==> config.mk <==
export PLATFORM = sky130hd
export DESIGN_NAME = crypto_len_tracker
export DESIGN_NICKNAME = d
export VERILOG_FILES = /design/src/rtl/crypto_len_pkg.sv /design/src/rtl/cl_host_regs.sv /design/src/rtl/cl_blk_counter.sv /design/src/rtl/cl_job_seq.sv /design/src/rtl/crypto_len_tracker.sv
export SDC_FILE = /design/constraint.sdc
export NUM_CORES = 1
export LEC_CHECK = 0
export BUFFER_PORTS_ARGS = -buffer_cell sky130_fd_sc_hd__buf_2
export CORE_MARGIN = 3
export CORE_UTILIZATION = 40
export CTS_BUF_LIST = sky130_fd_sc_hd__clkbuf_16
export CTS_CLUSTER_DIAMETER = 60
export DETAILED_ROUTE_END_ITERATION = 6
export MAX_ROUTING_LAYER = met4
export SYNTH_ARGS = -nofsm -noshare
export SYNTH_HDL_FRONTEND = slang
export SYNTH_SLANG_ARGS = --single-unit
==> constraint.sdc <==
create_clock -name clk -period 5.85 [get_ports clk]
set_input_delay 1.755 -clock clk [delete_from_list [all_inputs] [get_ports clk]]
set_output_delay 1.755 -clock clk [all_outputs]
set_load 0.05 [all_outputs]
==> src/rtl/crypto_len_pkg.sv <==
package crypto_len_pkg;
  typedef enum logic [1:0] {
    MODE_STREAM = 2'd0,
    MODE_AEAD   = 2'd1,
    MODE_XTS    = 2'd2,
    MODE_FIXED  = 2'd3
  } cl_mode_e;

  typedef enum logic [1:0] {
    SEL_PAY_LO = 2'd0,
    SEL_PAY_HI = 2'd1,
    SEL_AAD    = 2'd2,
    SEL_NONE   = 2'd3
  } cl_sel_e;
endpackage

==> src/rtl/cl_host_regs.sv <==
module cl_host_regs
  import crypto_len_pkg::*;
#(
  parameter int WORD_W  = 32,
  parameter int HI_KEEP = 29,
  parameter int IDX_LSB = 4,
  localparam int PAY_W  = WORD_W + HI_KEEP,
  localparam int IDX_W  = WORD_W - IDX_LSB
) (
  input  logic              clk,
  input  logic              rst_n,
  input  logic              wr_en_i,
  input  cl_sel_e           wr_sel_i,
  input  logic [WORD_W-1:0] wr_data_i,
  input  cl_mode_e          mode_i,
  output logic              start_o,
  output cl_mode_e          mode_o,
  output logic [PAY_W-1:0]  pay_len_o,
  output logic [WORD_W-1:0] aad_len_o,
  output logic [IDX_W-1:0]  xts_idx_o
);
  logic [WORD_W-1:0]  pay_lo_q;
  logic [HI_KEEP-1:0] pay_hi_q;
  logic [WORD_W-1:0]  aad_q;
  logic [IDX_W-1:0]   idx_q;
  cl_mode_e           mode_q;
  logic               start_q;

  logic lo_en, hi_en, aad_en, idx_en, start_d;
  logic [PAY_W-1:0] hi_len_new;

  always_comb begin
    hi_len_new = {wr_data_i[HI_KEEP-1:0], pay_lo_q};
    lo_en  = wr_en_i && (wr_sel_i == SEL_PAY_LO);
    hi_en  = wr_en_i && (wr_sel_i == SEL_PAY_HI);
    aad_en = wr_en_i && (wr_sel_i == SEL_AAD) && (mode_i != MODE_XTS);
    idx_en = wr_en_i && (wr_sel_i == SEL_AAD) && (mode_i == MODE_XTS);
    start_d = 1'b0;
    if (hi_en && (mode_i != MODE_AEAD))
      start_d = (mode_i == MODE_STREAM) || (hi_len_new != '0);
    if (aad_en && (mode_i == MODE_AEAD))
      start_d = (wr_data_i != '0) || ({pay_hi_q, pay_lo_q} != '0);
  end

  always_ff @(posedge clk or negedge rst_n) begin
    if (!rst_n) begin
      pay_lo_q <= '0;
      pay_hi_q <= '0;
      aad_q    <= '0;
      idx_q    <= '0;
      mode_q   <= MODE_STREAM;
      start_q  <= 1'b0;
    end else begin
      if (lo_en)   pay_lo_q <= wr_data_i;
      if (hi_en)   pay_hi_q <= wr_data_i[HI_KEEP-1:0];
      if (aad_en)  aad_q    <= wr_data_i;
      if (idx_en)  idx_q    <= wr_data_i[WORD_W-1:IDX_LSB];
      if (start_d) mode_q   <= mode_i;
      start_q <= start_d;
    end
  end

  assign start_o   = start_q;
  assign mode_o    = mode_q;
  assign pay_len_o = {pay_hi_q, pay_lo_q};
  assign aad_len_o = aad_q;
  assign xts_idx_o = idx_q;
endmodule

==> src/rtl/cl_blk_counter.sv <==
module cl_blk_counter #(
  parameter int W   = 32,
  parameter int BLK = 16,
  localparam int BW = $clog2(BLK + 1)
) (
  input  logic          clk,
  input  logic          rst_n,
  input  logic          load_i,
  input  logic [W-1:0]  load_val_i,
  input  logic          step_i,
  output logic          zero_o,
  output logic          last_o,
  output logic [BW-1:0] bytes_o
);
  logic [W-1:0]  rem_q, rem_d;
  logic [BW-1:0] bytes;
  logic          full;

  always_comb begin
    full  = (rem_q >= W'(BLK));
    bytes = full ? BW'(BLK) : rem_q[BW-1:0];
    rem_d = rem_q;
    if (load_i)      rem_d = load_val_i;
    else if (step_i) rem_d = rem_q - W'(bytes);
  end

  always_ff @(posedge clk or negedge rst_n) begin
    if (!rst_n) rem_q <= '0;
    else if (load_i || step_i) rem_q <= rem_d;
  end

  assign zero_o  = (rem_q == '0);
  assign last_o  = !zero_o && (rem_q <= W'(BLK));
  assign bytes_o = bytes;
endmodule

==> src/rtl/cl_job_seq.sv <==
module cl_job_seq #(
  parameter int BLK = 16,
  localparam int BW = $clog2(BLK + 1)
) (
  input  logic          clk,
  input  logic          rst_n,
  input  logic          load_i,
  input  logic          load_inf_i,
  input  logic          blk_req_i,
  input  logic          aad_zero_i,
  input  logic          aad_last_i,
  input  logic [BW-1:0] aad_bytes_i,
  input  logic          pay_zero_i,
  input  logic          pay_last_i,
  input  logic [BW-1:0] pay_bytes_i,
  output logic          aad_step_o,
  output logic          pay_step_o,
  output logic          busy_o,
  output logic          done_o,
  output logic          last_o,
  output logic          is_aad_o,
  output logic [BW-1:0] bytes_o
);
  logic busy_q, busy_d, inf_q, inf_d, done_q, done_d;
  logic aad_phase, take, final_blk;

  always_comb begin
    aad_phase = !aad_zero_i;
    take      = busy_q && blk_req_i && !load_i;
    final_blk = busy_q && !inf_q &&
                (aad_phase ? (aad_last_i && pay_zero_i) : pay_last_i);
    busy_d = busy_q;
    if (load_i)                 busy_d = 1'b1;
    else if (take && final_blk) busy_d = 1'b0;
    inf_d  = load_i ? load_inf_i : inf_q;
    done_d = take && final_blk;
    aad_step_o = take && aad_phase;
    pay_step_o = take && !aad_phase && !inf_q;
  end

  always_ff @(posedge clk or negedge rst_n) begin
    if (!rst_n) begin
      busy_q <= 1'b0;
      inf_q  <= 1'b0;
      done_q <= 1'b0;
    end else begin
      busy_q <= busy_d;
      inf_q  <= inf_d;
      done_q <= done_d;
    end
  end

  assign busy_o   = busy_q;
  assign done_o   = done_q;
  assign last_o   = final_blk;
  assign is_aad_o = busy_q && aad_phase;
  assign bytes_o  = !busy_q   ? '0 :
                    aad_phase ? aad_bytes_i :
                    inf_q     ? BW'(BLK) : pay_bytes_i;
endmodule

==> src/rtl/crypto_len_tracker.sv <==
module crypto_len_tracker
  import crypto_len_pkg::*;
#(
  parameter int WORD_W  = 32,
  parameter int HI_KEEP = 29,
  parameter int IDX_LSB = 4,
  parameter int BLK     = 16,
  localparam int PAY_W  = WORD_W + HI_KEEP,
  localparam int IDX_W  = WORD_W - IDX_LSB,
  localparam int BW     = $clog2(BLK + 1)
) (
  input  logic              clk,
  input  logic              rst_n,
  input  logic              wr_en_i,
  input  logic [1:0]        wr_sel_i,
  input  logic [WORD_W-1:0] wr_data_i,
  input  logic [1:0]        mode_i,
  input  logic              blk_req_i,
  output logic [WORD_W-1:0] rd_data_o,
  output logic              start_o,
  output logic              busy_o,
  output logic [BW-1:0]     blk_bytes_o,
  output logic              blk_is_aad_o,
  output logic              last_o,
  output logic              done_o,
  output logic [IDX_W-1:0]  xts_index_o
);
  cl_mode_e          job_mode;
  logic [PAY_W-1:0]  pay_len;
  logic [WORD_W-1:0] aad_len, aad_load;
  logic              load_inf;
  logic              aad_step, pay_step;
  logic              aad_zero, aad_last, pay_zero, pay_last;
  logic [BW-1:0]     aad_bytes, pay_bytes;

  cl_host_regs #(.WORD_W(WORD_W), .HI_KEEP(HI_KEEP), .IDX_LSB(IDX_LSB)) i_regs (
    .clk       (clk),
    .rst_n     (rst_n),
    .wr_en_i   (wr_en_i),
    .wr_sel_i  (cl_sel_e'(wr_sel_i)),
    .wr_data_i (wr_data_i),
    .mode_i    (cl_mode_e'(mode_i)),
    .start_o   (start_o),
    .mode_o    (job_mode),
    .pay_len_o (pay_len),
    .aad_len_o (aad_len),
    .xts_idx_o (xts_index_o)
  );

  assign aad_load = (job_mode == MODE_AEAD) ? aad_len : '0;
  assign load_inf = (job_mode == MODE_STREAM) && (pay_len == '0);

  cl_blk_counter #(.W(WORD_W), .BLK(BLK)) i_aad_cnt (
    .clk(clk), .rst_n(rst_n), .load_i(start_o), .load_val_i(aad_load),
    .step_i(aad_step), .zero_o(aad_zero), .last_o(aad_last), .bytes_o(aad_bytes)
  );

  cl_blk_counter #(.W(PAY_W), .BLK(BLK)) i_pay_cnt (
    .clk(clk), .rst_n(rst_n), .load_i(start_o), .load_val_i(pay_len),
    .step_i(pay_step), .zero_o(pay_zero), .last_o(pay_last), .bytes_o(pay_bytes)
  );

  cl_job_seq #(.BLK(BLK)) i_seq (
    .clk(clk), .rst_n(rst_n), .load_i(start_o), .load_inf_i(load_inf),
    .blk_req_i(blk_req_i),
    .aad_zero_i(aad_zero), .aad_last_i(aad_last), .aad_bytes_i(aad_bytes),
    .pay_zero_i(pay_zero), .pay_last_i(pay_last), .pay_bytes_i(pay_bytes),
    .aad_step_o(aad_step), .pay_step_o(pay_step),
    .busy_o(busy_o), .done_o(done_o), .last_o(last_o),
    .is_aad_o(blk_is_aad_o), .bytes_o(blk_bytes_o)
  );

  assign rd_data_o = '0;
endmodule

# Word-level counts from Yosys, hierarchy flattened
# Cells that the tools add are included.
dict set report op_classes {
  addsub 2
  n_lt_le_gt_ge 4
  n_eq_ne 7
  muxes 15
  reduce_logical 42
}
# op count
set ops {}
lappend ops {{$logic_not A61 Y1} 2}
lappend ops {{$mux W61} 2}
lappend ops {{$reduce_bool A61 Y1} 2}
lappend ops {{$mux W32} 3}
lappend ops {{$ge A61 B5 Y1 const B} 1}
lappend ops {{$le A61 B5 Y1 const B} 1}
lappend ops {{$sub A61 B5 Y61} 1}
lappend ops {{$ge A32 B5 Y1 const B} 1}
lappend ops {{$le A32 B5 Y1 const B} 1}
lappend ops {{$logic_not A32 Y1} 1}
lappend ops {{$reduce_bool A32 Y1} 1}
lappend ops {{$sub A32 B5 Y32} 1}
lappend ops {{$mux W5} 5}
lappend ops {{$logic_and A1 B1 Y1} 20}
lappend ops {{$eq A2 B1 Y1 const B} 3}
lappend ops {{$logic_not A2 Y1} 3}
lappend ops {{$reduce_bool A2 Y1} 3}
lappend ops {{$mux W1} 5}
lappend ops {{$eq A2 B2 Y1 const B} 2}
lappend ops {{$logic_not A1 Y1} 4}
lappend ops {{$logic_or A1 B1 Y1} 4}
lappend ops {{$reduce_and A2 Y1} 2}
lappend ops {{$ne A2 B1 Y1 const B} 1}
lappend ops {{$ne A2 B2 Y1 const B} 1}
dict set report word_totals {
  reg_bits 220
  in_bits 40
  output_inout_bits 70
  elab_cells 81
}

# Longest topological paths before layout
# Gate-level depths: netlist (run 1).
dict set report logic_depth {
  word_depth 9
  depth_mapped 14
  mapped_depth_nobuf 12
}

# Hierarchy
# Synthesis (run 1) repeated with hierarchy kept, for this count alone.
dict set report hier_totals {
  hier_cells 1154
  hier_area_um2 11802.6
}
# module n_inst cells_each area_each_um2 seq_area_each_um2
set by_module_without_submodules {}
lappend by_module_without_submodules {cl_host_regs 1 307 4829.6 3103.0}
lappend by_module_without_submodules {{cl_blk_counter at i_pay_cnt} 1 485 4045.1 1526.5}
lappend by_module_without_submodules {{cl_blk_counter at i_aad_cnt} 1 239 2055.7 800.8}
lappend by_module_without_submodules {crypto_len_tracker 1 90 613.1 0.0}
lappend by_module_without_submodules {cl_job_seq 1 33 259.0 75.1}

# Worst setup path after synthesis (run 1)
# OpenSTA, ideal clock, no wires.
dict set report synth_timing {
  kind {reg2out}
  startpoint {register i_pay_cnt.rem_q[25]}
  endpoint {output last_o}
  arrival_time_ns 3.023
  required_ns 4.095
  path_slack_ns 1.072
  path_stages_with_launch 9
  n_path_buf 2
  cell_sequence {dfrtp_1 > or3_1 > buf_2 > nor3_1 > nand3_1 > clkbuf_1 > nor2_1 > a31oi_1 > nor3_1}
}
dict set report synth_between {
  elab_chain_cells 5
  word_cells_on_any_way 7
  classes_between {1 x order compare; 1 x mux; 5 x reduce/logical}
}
# item line
set synth_rtl {}
lappend synth_rtl {{start: declaration} cl_blk_counter.sv:15} ;# logic [W-1:0] rem_q, rem_d;
lappend synth_rtl {{start signal: assignment} cl_blk_counter.sv:29} ;# else if (load_i || step_i) rem_q <= rem_d;
lappend synth_rtl {{parallel branches: the longest is 3 deep, another holds $le A61 B5 Y1} n/a}
lappend synth_rtl {{$mux W1 *} cl_job_seq.sv:31} ;# (aad_phase ? (aad_last_i && pay_zero_i) : pay_last_i);
lappend synth_rtl {{$logic_and A1 B1 Y1 *} cl_job_seq.sv:30} ;# final_blk = busy_q && !inf_q &&
lappend synth_rtl {{end: declaration} crypto_len_tracker.sv:24} ;# output logic last_o,
# Mark *: on every way between the ends.

# Worst setup path in the final report (run 1)
# Same ends and word-level chain as after synthesis.

==> run summary, run 1 <==
The run finished with clean final reports. Before antenna repair, the detailed router went through 4 iterations. For the H-tree depth, the log shows 1. The biggest area contributor in the post-synthesis netlist is dfrtp_1. The achievable frequency was 183 MHz; the number of inserted diodes was 0. Of all nets on the critical path, the largest fanout is 8. The synthesized netlist occupies a cell area of 11400 sq um.

The cell at the root of the clock tree is clkbuf_16. STA classifies the critical path endpoint as a primary output. The clock drives 220 sinks. The share of cells above drive strength 1 is 0.246. STA puts the critical path data arrival time at 3.70 ns. Between clock sinks in the finished design, the worst skew comes to 0.0166 ns. Dividing the detail-routed wire length by the instance count gives 21.9 microns. Summed over all cells, the static leakage comes to 5.30 nW. The number of enable flip-flop cells after synthesis came out at 0. The worst setup path is of the flip-flop to primary output kind.

For the worst setup slack for register-to-register paths, the log shows 2.31 ns. TritonCTS built the clock tree. The total via count in the routed design was 9534; the final period utilization was 0.932.

Setup violations remaining at the end of the flow were counted as 0. The slowest stage of the critical path belongs to the cell nor3_1. The number of buffer cells added on primary ports came out at 77. For the pin with the worst max-slew slack, the measured transition is 1.15 ns.

The share of synthesized registers carrying an async set or reset is 1.00. The final count of hold timing violations came out at 0. The die extent in x was 175 microns. For the detailed-route DRC error count, the log shows 0. The average instance in the mapped netlist occupies 10.4 sq um. The logs give 54000 microns for the wire length of the first global-routing pass and 1.06 ns for the pre-CTS setup slack. The worst hold path belongs to the class flip-flop to flip-flop.

By area the synthesized netlist is led by dfrtp_1 48%, mux2_2 12%, nand2_1 3.2%. Post-CTS timing repair inserted 0 buffers for setup. After synthesis the netlist holds a flip-flop and latch count of 220. Ranked by instance count, the synthesized netlist is headed by 220 x dfrtp_1, 123 x mux2_2, 99 x nand2_1.

In this run the power density over the cells is 400 nW/um^2. In this run the core area contains 61 standard-cell rows. Time the worst path needs with I/O delays and setup: 5.45 ns. The most numerous cell type found on the critical path is nor3_1. The number of antenna violations at the first check in global routing is 2. In the synthesized netlist the dominant register cell turns out to be dfrtp_1. For the worst setup path, the data required time is 4.09 ns. Counting the buffers created by CTS gives 25. At the end of routability-driven placement, the weighted congestion stood at 0.941.

In this run the standard cell core region covers 28000 sq um. The tools report the setup TNS as 0 ns. After global routing the overflow that remains totals 0. The die is 175 microns tall. The tools report the initial core utilization as 0.409. The run gives 1100 as the instance count of the mapped netlist. The number of hold buffers added after CTS came out at 0. The run gives 110 as the total I/O pin count. After clock tree synthesis, the clock-pin slew on the worst setup and hold paths is 0.06 ns. The first routing iteration left 966 violations.

The delay of the slowest cell on the worst path is 0.66 ns, and the worst-case setup margin in the final layout is 0.400 ns. Dividing the detail-routed via count by the number of cells gives 6.07. From synthesis to final layout, the design area changed by 13.9%. dfrtp_1 is the most common cell in the netlist. The total routing usage reported by global routing is 0.229, and the pin count of the biggest net entering global routing is 106. STA classifies the critical path startpoint as a flip-flop. The final worst hold slack was 0.485 ns; the placed cell count was 1524. The count of antenna-violating nets left after detailed routing was 0; the clock latency of the later-clocked register in the worst-skew pair was 0.54 ns. The logs give 8940 for the via count of the first global-routing pass and 30700 sq um for the area of the die. The filler-free cell count of the finished design was 1570; the count of max-cap constraint violations was 0. The area fraction of the dominant cell type after synthesis is 0.481.

For the proportion of synthesized chip area in sequential cells, the log shows 0.481. In this run the deepest clock path goes through 3 buffers. After detailed routing, the total wire length is 34400 microns. The logs give 0 for the number of max-slew violations in the final report and 0 for the post-cts gate resize count.

Detailed placement ended at an HPWL of 24600 microns. For the core utilization of the finished layout, the log shows 0.466. Setup repair after global routing left no endpoint under its margin.

The critical path goes through or3_1 > nor3_1 > nand4_1 > nor4b_1 > a31oi_1 > nor3_1 > buf_2. Counting the fill cells in the layout gives 2658. For the worst slew margin relative to its limit, the log shows 0.233. For the maximum vdd drop, the log shows 0.000225 V.

The Yosys step of the flow raised 0 warnings. After synthesis, the netlist uses 75 different library cells. The final net count is 1215.
-- report_power, final --
group          internal (mW)  switching [mW]  leakage (nW)
sequential              1.87           0.364          2.69
clock                   1.01           0.670         0.427
combinational          0.493           0.820          2.19
total                   3.37            1.85          5.30
-- final cells by class --
| cell class | count | area, sq um | area share |
|---|---|---|---|
| clock buffers | 25 | 626 | 0.0480 |
| clock inverters | 21 | 246 | 0.0189 |
| inverters | 14 | 52.6 | 0.00403 |
| multi-input cells | 813 | 5580 | 0.428 |
| flip-flops and latches | 220 | 5510 | 0.422 |
| well taps | 378 | 473 | 0.0363 |
| repair buffers | 99 | 561 | 0.0430 |
-- state kept, by name, summed over array words and instances, names as in the netlist --
register          flops
i_aad_cnt.rem_q      32
i_pay_cnt.rem_q      61
i_regs.aad_len_o     32
i_regs.mode_o         2
i_regs.pay_hi_q      29
i_regs.pay_lo_q      32
i_regs.start_o        1
i_regs.xts_idx_o     28
i_seq.busy_o          1
i_seq.done_o          1
i_seq.inf_q           1
-- cells in the final DEF (no fill, tap or decap), drive strengths merged, types with 7 or more instances in the layout --
master,count
o21ai,34
o2111ai,7
nand2,99
or3,32
dfrtp,220
nand3,47
and4,7
and3,9
inv,16
o211ai,47
clkinv,12
nor3,41
nor4,40
nor2,57
o311ai,14
mux2,123
conb,34
o31ai,7
nand3b,7
or2,7
a22o,12
clkbuf,25
nand4,23
a31oi,11
or4,18
buf,99
xnor2,7
a21oi,48
-- logic make-up after synthesis --
logic type | synth area share
DFF | 0.481
and+or+nand+nor | 0.196
buffers and inverters | 0.0442
xor gates and xnor gates | 0.00995
AOI/OAI and AO/OA | 0.143
adders and majority gates | 0.00219
other | 0.000656
muxes | 0.124
-- through the flow --
stage / power (mW) / area, sq um
2_1_floorplan: 3.13 / 11600
3_3_place_gp: 3.52 / 12200
3_5_place_dp: 3.55 / 12200
4_1_cts: 5.23 / 13000
5_1_grt: 5.48 / 13000
6_report: 5.22 / 13000
-- metal layers --
metal,track usage,vias up,part of all wire
met4,0.0642,0,0.032
met5,-,-,0
met1,0.344,4790,0.47
met2,0.321,388,0.42
met3,0.0330,63,0.072
li1,-,4293,-
-- final timing paths --
check | endpoint | from | depth (start not counted)
worst max-delay path | last_o | i_pay_cnt.rem_q[25]$_DFFE_PN0P_ | 7
worst min-delay path | i_aad_cnt.rem_q[12]$_DFFE_PN0P_ | i_regs.aad_len_o[12]$_DFFE_PN0P_ | 2
worst max register to register | i_aad_cnt.rem_q[22]$_DFFE_PN0P_ | i_aad_cnt.rem_q[10]$_DFFE_PN0P_ | 12
worst min register to register | i_aad_cnt.rem_q[12]$_DFFE_PN0P_ | i_regs.aad_len_o[12]$_DFFE_PN0P_ | 2
max in group asynchronous | i_pay_cnt.rem_q[37]$_DFFE_PN0P_ | rst_n | 2
min in group asynchronous | i_aad_cnt.rem_q[3]$_DFFE_PN0P_ | rst_n | 1
-- worst max-delay path: cells and delay by family (launching register included) --
family | cells | cell delay (ns)
buf+inv | 1 | 0.31
simple gates | 5 | 2.31
compound gates | 1 | 0.11
flops | 1 | 0.42
Note: power is estimated with default switching activity, not from simulation.
==> run 2, diff against run 1 <==
==> constraint.sdc (replaced) <==
create_clock -name clk -period 5.85 [get_ports clk]
set_input_delay 1.755 -clock clk [delete_from_list [all_inputs] [get_ports clk]]
set_output_delay 1.755 -clock clk [all_outputs]
set_load 0.02 [all_outputs]
==> run summary, run 2 (synthesis gave the netlist of run 1 again) <==
Number of hold buffers added after CTS: 0 (unchanged). The wire length per cell after detailed routing was 21.9 microns (about the same). The data arrival time at the worst-slack endpoint was 3.60 ns (was 3.70 ns). Capturing element type of the critical path: a primary output (unchanged). The final count of hold timing violations was 0 (unchanged). The top register by number of flip-flops was i_pay_cnt.rem_q (unchanged). The area of the die was 30700 sq um (unchanged). The met3 track utilization from global routing is 0.0302 (was 0.0330), and the TritonCTS buffer count is 25 (unchanged). For the initial core utilization, the log shows 0.409 (unchanged). Cells traversed along the worst timing path: or3_1 > nor3_1 > nand4_1 > nor4b_1 > a31oi_1 > nor3_1 > buf_2 (unchanged). The number of buffers and inverters on the critical path is 1 (unchanged), and the worst setup slack for register-to-register paths is 2.27 ns (was 2.31 ns). The number of cell rows was 61 (unchanged).

The run gives 9500 (was 9534) as the total via count in the routed design. The time the worst path needs with I/O delays and setup was 5.35 ns (was 5.45 ns); the final setup skew was 0.0170 ns (was 0.0166 ns). Setup repair after global routing left no endpoint under its margin. The layer with the highest usage is met1 (unchanged). For the global placement routability congestion, the log shows 0.969 (was 0.941). The cell at the root of the clock tree was clkbuf_16 (unchanged). The achievable frequency was 187 MHz (was 183 MHz). The share of cells above drive strength 1 is 0.248 (was 0.246).

The ratio of total power to cell area is 388 nW/um^2 (was 400 nW/um^2), and the residual overflow from global routing is 0 (unchanged). The clock-pin slew of the registers on the worst-case setup and hold paths is 0.06 ns (about the same). The delay of the slowest cell on the worst path was 0.62 ns (was 0.66 ns); the count of max-cap constraint violations was 0 (unchanged). Family with the most delay on the worst path: simple AND/OR/NAND/NOR gates (unchanged).

The pin count of the biggest net entering global routing was 118 (was 106). The hold path depth was 2 (unchanged). Worst flop-to-flop path endpoint: i_aad_cnt.rem_q[22]$_DFFE_PN0P_ (unchanged).

The via count of the first global-routing pass came out at 8960 (was 8940). For the number of max-slew violations in the final report, the log shows 0 (unchanged). The logs give 0.000246 V (was 0.000225 V) for the maximum vdd drop and 0 (was 2) for the number of antenna violations at the first check in global routing.

The run gives 935 (was 966) as the count of routing violations after the opening detailed-route iteration. Number of cells traversed by the worst register-to-register path: 12 (unchanged). The tools report the HPWL after detailed placement as 24300 microns (was 24600 microns). The layout-stage area growth over the synthesis result works out to 13.8% (was 13.9%). The average vias per placed instance works out to 6.06 (was 6.07). Pre-CTS setup slack: 1.18 ns (was 1.06 ns). TritonCTS built the clock tree.

The worst-case setup margin in the final layout was 0.496 ns (was 0.400 ns). The leading cell type in the layout, fill and taps excluded was dfrtp_1 (unchanged). The count of fill cells added during filler insertion came out at 2658 (unchanged). The final period utilization came out at 0.915 (was 0.932). The actual transition at the worst max-transition pin is 1.16 ns (was 1.15 ns), and the number of inserted diodes is 0 (unchanged).

The logs give 110 (unchanged) for the total I/O pin count and 5 (was 4) for the number of detailed-route iterations in the first pass. The H-tree depth came out at 1 (unchanged). The final net count was 1213 (was 1215); the final worst hold slack was 0.481 ns (was 0.485 ns). Post-CTS setup-driven buffer insertion count: 0 (unchanged).

The die extent in x works out to 175 microns (unchanged). The run gives 0.53 ns (was 0.54 ns) as the clock latency of the later-clocked register in the worst-skew pair. The run gives 0 (unchanged) as the post-cts gate resize count. The static power due to leakage is 5.31 nW (was 5.30 nW). The worst slew margin relative to its limit is 0.228 (was 0.233). The detailed-route DRC error count was 0 (unchanged). Library cell appearing most often on the critical path: nor3_1 (unchanged).

The final setup violation count was 0 (unchanged); the count of clock tree sinks was 220 (unchanged). The tools report the routed wire length as 34300 microns (was 34400 microns). The wire length of the first global-routing pass was 53700 microns (was 54000 microns); the number of flip-flops in the largest register was 61 (unchanged). The run finished with clean final reports. The total power consumption of the routed design came out at 5.06 mW (was 5.22 mW). The critical path required time came out at 4.09 ns (about the same).

The core region area is 28000 sq um (unchanged). The overall die height works out to 175 microns (unchanged). The critical path startpoint was i_pay_cnt.rem_q[25]$_DFFE_PN0P_ (unchanged). The number of buffer cells added on primary ports is 77 (unchanged).

The category of the worst setup path launch point is a flip-flop (unchanged). Global routing met1 resource utilization: 0.346 (was 0.344). Commonest cells after routing, fill and taps aside: 219 x dfrtp_1, 123 x mux2_2, 99 x nand2_1 (unchanged).

Startpoint of the worst hold path: i_regs.aad_len_o[25]$_DFFE_PN0P_ (was i_regs.aad_len_o[12]$_DFFE_PN0P_). The endpoint with the worst hold slack is i_aad_cnt.rem_q[25]$_DFFE_PN0P_ (was i_aad_cnt.rem_q[12]$_DFFE_PN0P_). The classification of the worst setup path is flip-flop to primary output (unchanged). The count of antenna-violating nets left after detailed routing was 0 (unchanged).

The cell at the slowest stage of the critical path was nor4b_1 (was nor3_1). The setup TNS was 0 ns (unchanged). For the met2 capacity usage during global routing, the log shows 0.319 (was 0.321).

Path class of the lowest-slack min-delay path: flip-flop to flip-flop (unchanged). The total routing usage reported by global routing is 0.227 (was 0.229), and the highest net fanout along the worst path is 8 (unchanged). Beginning of the worst register-to-register path: i_aad_cnt.rem_q[28]$_DFFE_PN0P_ (was i_aad_cnt.rem_q[10]$_DFFE_PN0P_). Maximum buffer depth of the clock tree: 3 (unchanged).
run 2: cell count changes in the layout (fill, tap and decap cells not counted):
| cell | change |
|---|---|
| inv_6 | +2 |
| inv_16 | -1 |
| buf_4 | -3 |
| buf_12 | +1 |
| clkinv_2 | +3 |
| clkinv_4 | +1 |
| inv_8 | -1 |
| inv_1 | +2 |
| clkinv_1 | -7 |
run 2: worst reg2reg max path, cell delays in order, from the launching register on:
cell and delay, ns:
dfrtp_1 0.42, nor4_1 0.64, nand4_1 0.47, or3_1 0.55, nand2_1 0.10, ha_1 0.23, nor4_1 0.10, nor2b_1 0.14
a31oi_1 0.05, buf_4 0.21, and3_1 0.23, a31o_2 0.24, a21oi_1 0.13
run 2: how the worst max path moves through the flow:
stage / cells past startpoint / end / slack, ns
finish: 7 / last_o / 0.50
CTS: 7 / blk_bytes_o[2] / 0.62
detailed placement: 7 / blk_bytes_o[2] / 1.18
global placement: 7 / last_o / 1.27
global route: 7 / blk_bytes_o[2] / 0.29
floorplan: 8 / blk_bytes_o[2] / 1.56
run 2: per-stage QoR:
| step | util | instances | instance area (sq um) |
|---|---|---|---|
| after floorplan | - | 1132 | 11600 |
| after global placement | 0.434 | 1522 | 12200 |
| after detailed placement | 0.434 | 1522 | 12200 |
| after CTS | 0.465 | 1567 | 13000 |
| after global routing | 0.465 | 1567 | 13000 |
| final | 0.465 | 1567 | 13000 |
run 2: routing by layer:
| metal | part of all wire | up-vias |
|---|---|---|
| li1 | - | 4282 |
| met1 | 0.48 | 4758 |
| met2 | 0.43 | 393 |
| met3 | 0.066 | 67 |
| met4 | 0.027 | 0 |
| met5 | 0 | - |
run 2: where the power goes:
part           leakage, nW  internal, mW  switching, mW  total (mW)
sequential            2.69          1.87          0.356        2.22
combinational         2.18         0.491          0.689        1.18
clock                0.436          1.00          0.654        1.66
run 2: layout make-up:
type                       instances  area (sq um)  share of cell area
clock buffer                      25           626              0.0480
clock inverter                    20           238              0.0182
inverter                          14          52.6             0.00403
multi-input combinational        813          5580               0.428
sequential                       220          5510               0.423
tap                              378           473              0.0363
timing repair buffer              97           558              0.0428
==> run 3, diff against run 2 <==
==> constraint.sdc (replaced) <==
create_clock -name clk -period 5.85 [get_ports clk]
set_input_delay 1.755 -clock clk [delete_from_list [all_inputs] [get_ports clk]]
set_output_delay 1.755 -clock clk [all_outputs]
set_load 0.1 [all_outputs]
==> run summary, run 3 (synthesis gave the netlist of run 1 again) <==
For the pin count of the biggest net entering global routing, the log shows 94 (was 118). The run gives 9023 (was 8960) as the via count of the first global-routing pass. The layout-stage area growth over the synthesis result was 13.9% (was 13.8%). The library cell appearing most often on the critical path was nor3_1 (unchanged). The run gives 24500 microns (was 24300 microns) as the HPWL after detailed placement.

The flow ran to the end, and the final reports show no timing, DRC or antenna violations. For the total power consumption of the routed design, the log shows 5.43 mW (was 5.06 mW). The classification of the worst setup path was flip-flop to primary output (unchanged).

The logs give 0 (unchanged) for the residual overflow from global routing and 0.202 ns (was 0.496 ns) for the worst-case setup margin in the final layout. The share of cells above drive strength 1 is 0.247 (was 0.248), and the maximum vdd drop is 0.000264 V (was 0.000246 V). The tools report the total via count in the routed design as 9491 (was 9500). The capturing element type of the critical path is a primary output (unchanged). The count of routing violations after the opening detailed-route iteration is 969 (was 935), and the wire length per cell after detailed routing is 22.1 microns (was 21.9 microns).

The core region area is 28000 sq um (unchanged), and the average vias per placed instance is 6.05 (was 6.06). The die extent in x was 175 microns (unchanged). The tools report the category of the worst setup path launch point as a flip-flop (unchanged). The tools report the initial core utilization as 0.409 (unchanged).

Cell at the root of the clock tree: clkbuf_16 (unchanged). Commonest cells after routing, fill and taps aside: 219 x dfrtp_1, 123 x mux2_2, 99 x nand2_1 (unchanged). For the register area, the log shows 5510 sq um (unchanged). The overall die height was 175 microns (unchanged); the detailed-route DRC error count was 0 (unchanged).

The area of the multi-input gates was 5580 sq um (about the same). Number of antenna violations at the first check in global routing: 1 (was 0). The TritonCTS buffer count was 26 (was 25). Count of clock tree sinks: 220 (unchanged). The cell at the slowest stage of the critical path is nor4b_1 (unchanged). The run gives 30700 sq um (unchanged) as the area of the die. The final setup skew is 0.0171 ns (was 0.0170 ns), and the pre-CTS setup slack is 0.863 ns (was 1.18 ns). The tools report the beginning of the worst register-to-register path as i_aad_cnt.rem_q[28]$_DFFE_PN0P_ (unchanged). The number of flip-flops in the largest register was 61 (unchanged); the final setup violation count was 0 (unchanged). The tools report the number of max-slew violations in the final report as 0 (unchanged). TritonCTS built the clock tree. Cells traversed along the worst timing path: or3_1 > nor3_1 > nand4_1 > nor4b_1 > a31oi_1 > nor3_1 > buf_2 (unchanged).

Ratio of total power to cell area: 417 nW/um^2 (was 388 nW/um^2). Global placement routability congestion: 0.943 (was 0.969). The run gives 177 MHz (was 187 MHz) as the achievable frequency. The logs give 3 (unchanged) for the maximum buffer depth of the clock tree and 0 (unchanged) for the count of max-cap constraint violations. Endpoint with the worst hold slack: i_aad_cnt.rem_q[25]$_DFFE_PN0P_ (unchanged). Worst slew margin relative to its limit: 0.214 (was 0.228).

The actual transition at the worst max-transition pin is 1.18 ns (was 1.16 ns). The total routing usage reported by global routing came out at 0.229 (was 0.227). Setup repair after global routing left no endpoint under its margin. The count of antenna-violating nets left after detailed routing is 0 (unchanged). The time the worst path needs with I/O delays and setup works out to 5.65 ns (was 5.35 ns). The highest net fanout along the worst path came out at 8 (unchanged). The final net count was 1214 (was 1213). The critical path required time is 4.09 ns (about the same). The number of detailed-route iterations in the first pass was 7 (was 5). The number of buffer cells added on primary ports is 77 (unchanged), and the hold path depth is 2 (unchanged).

The run gives 0 (unchanged) as the post-CTS setup-driven buffer insertion count. Clock-pin slew of the registers on the worst-case setup and hold paths: 0.06 ns (about the same). The clock latency of the later-clocked register in the worst-skew pair came out at 0.54 ns (was 0.53 ns). The tools report the setup TNS as 0 ns (unchanged). The cell area reported after detailed placement is 12200 sq um (about the same), and the delay of the slowest cell on the worst path is 0.69 ns (was 0.62 ns).

The number of inserted diodes was 0 (unchanged). Top register by number of flip-flops: i_pay_cnt.rem_q (unchanged). The leading cell type in the layout, fill and taps excluded was dfrtp_1 (unchanged). The startpoint of the worst hold path is i_regs.aad_len_o[25]$_DFFE_PN0P_ (unchanged).

The count of fill cells added during filler insertion was 2628 (was 2658). The tools report the H-tree depth as 1 (unchanged). The routed wire length was 34800 microns (was 34300 microns).

For the worst setup slack for register-to-register paths, the log shows 2.25 ns (was 2.27 ns). The final period utilization is 0.965 (was 0.915), and the total I/O pin count is 110 (unchanged). The tools report the wire length of the first global-routing pass as 54400 microns (was 53700 microns). The path class of the lowest-slack min-delay path was flip-flop to flip-flop (unchanged). The number of cell rows was 61 (unchanged); the finished layout cell area was 13000 sq um (about the same).

The static power due to leakage was 5.29 nW (was 5.31 nW); the number of cells traversed by the worst register-to-register path was 12 (unchanged). The final count of hold timing violations came out at 0 (unchanged). Worst flop-to-flop path endpoint: i_aad_cnt.rem_q[22]$_DFFE_PN0P_ (unchanged).

The data arrival time at the worst-slack endpoint was 3.89 ns (was 3.60 ns).
run 3: timing repair:
action,in CTS,in global routing
setup endpoints to repair,0,3
hold buffers,0,0
resized for setup,0,1
run 3: power by group:
group          total, mW  switching, mW  internal [mW]
logic               1.54           1.05          0.488
registers           2.23          0.358           1.87
clock network       1.66          0.675          0.990
total               5.43           2.08           3.35
run 3: cell type report:
cell class,count,share of cell area
inverter,14,0.00403
timing repair buffer,97,0.0419
multi-input combinational,813,0.428
sequential,220,0.423
clock inverter,21,0.0171
tap,378,0.0363
clock buffer,26,0.0499
run 3: how the worst max path moves through the flow:
stage	startpoint	endpoint
2_1_floorplan	i_pay_cnt.rem_q[25]$_DFFE_PN0P_	last_o
3_3_place_gp	i_pay_cnt.rem_q[25]$_DFFE_PN0P_	last_o
3_5_place_dp	i_pay_cnt.rem_q[25]$_DFFE_PN0P_	last_o
4_1_cts	i_pay_cnt.rem_q[25]$_DFFE_PN0P_	last_o
5_1_grt	i_pay_cnt.rem_q[25]$_DFFE_PN0P_	last_o
6_report	i_pay_cnt.rem_q[25]$_DFFE_PN0P_	last_o
run 3: worst max-delay path: cells and delay by family, from the launching register on:
family                 cells  cell delay (ns)
buffers and inverters      1             0.47
and+or+nand+nor            5             2.34
AOI/OAI and AO/OA          1             0.14
DFF                        1             0.42
run 3: routing by layer:
layer / up-vias / part of all wire / track usage
met4: 0 / 0.017 / 0.0409
met3: 42 / 0.068 / 0.0319
met2: 391 / 0.44 / 0.333
li1: 4287 / - / -
met5: - / 0 / -
met1: 4771 / 0.48 / 0.346
run 3: stage by stage:
| step | utilization | hold WS, ns | std cells |
|---|---|---|---|
| 3_3_place_gp | 0.434 | 0.459 | 1522 |
| 2_1_floorplan | - | 0.446 | 1132 |
| 6_report | 0.465 | 0.488 | 1569 |
| 3_5_place_dp | 0.434 | 0.474 | 1522 |
| 5_1_grt | 0.465 | 0.514 | 1569 |
| 4_1_cts | 0.465 | 0.490 | 1569 |
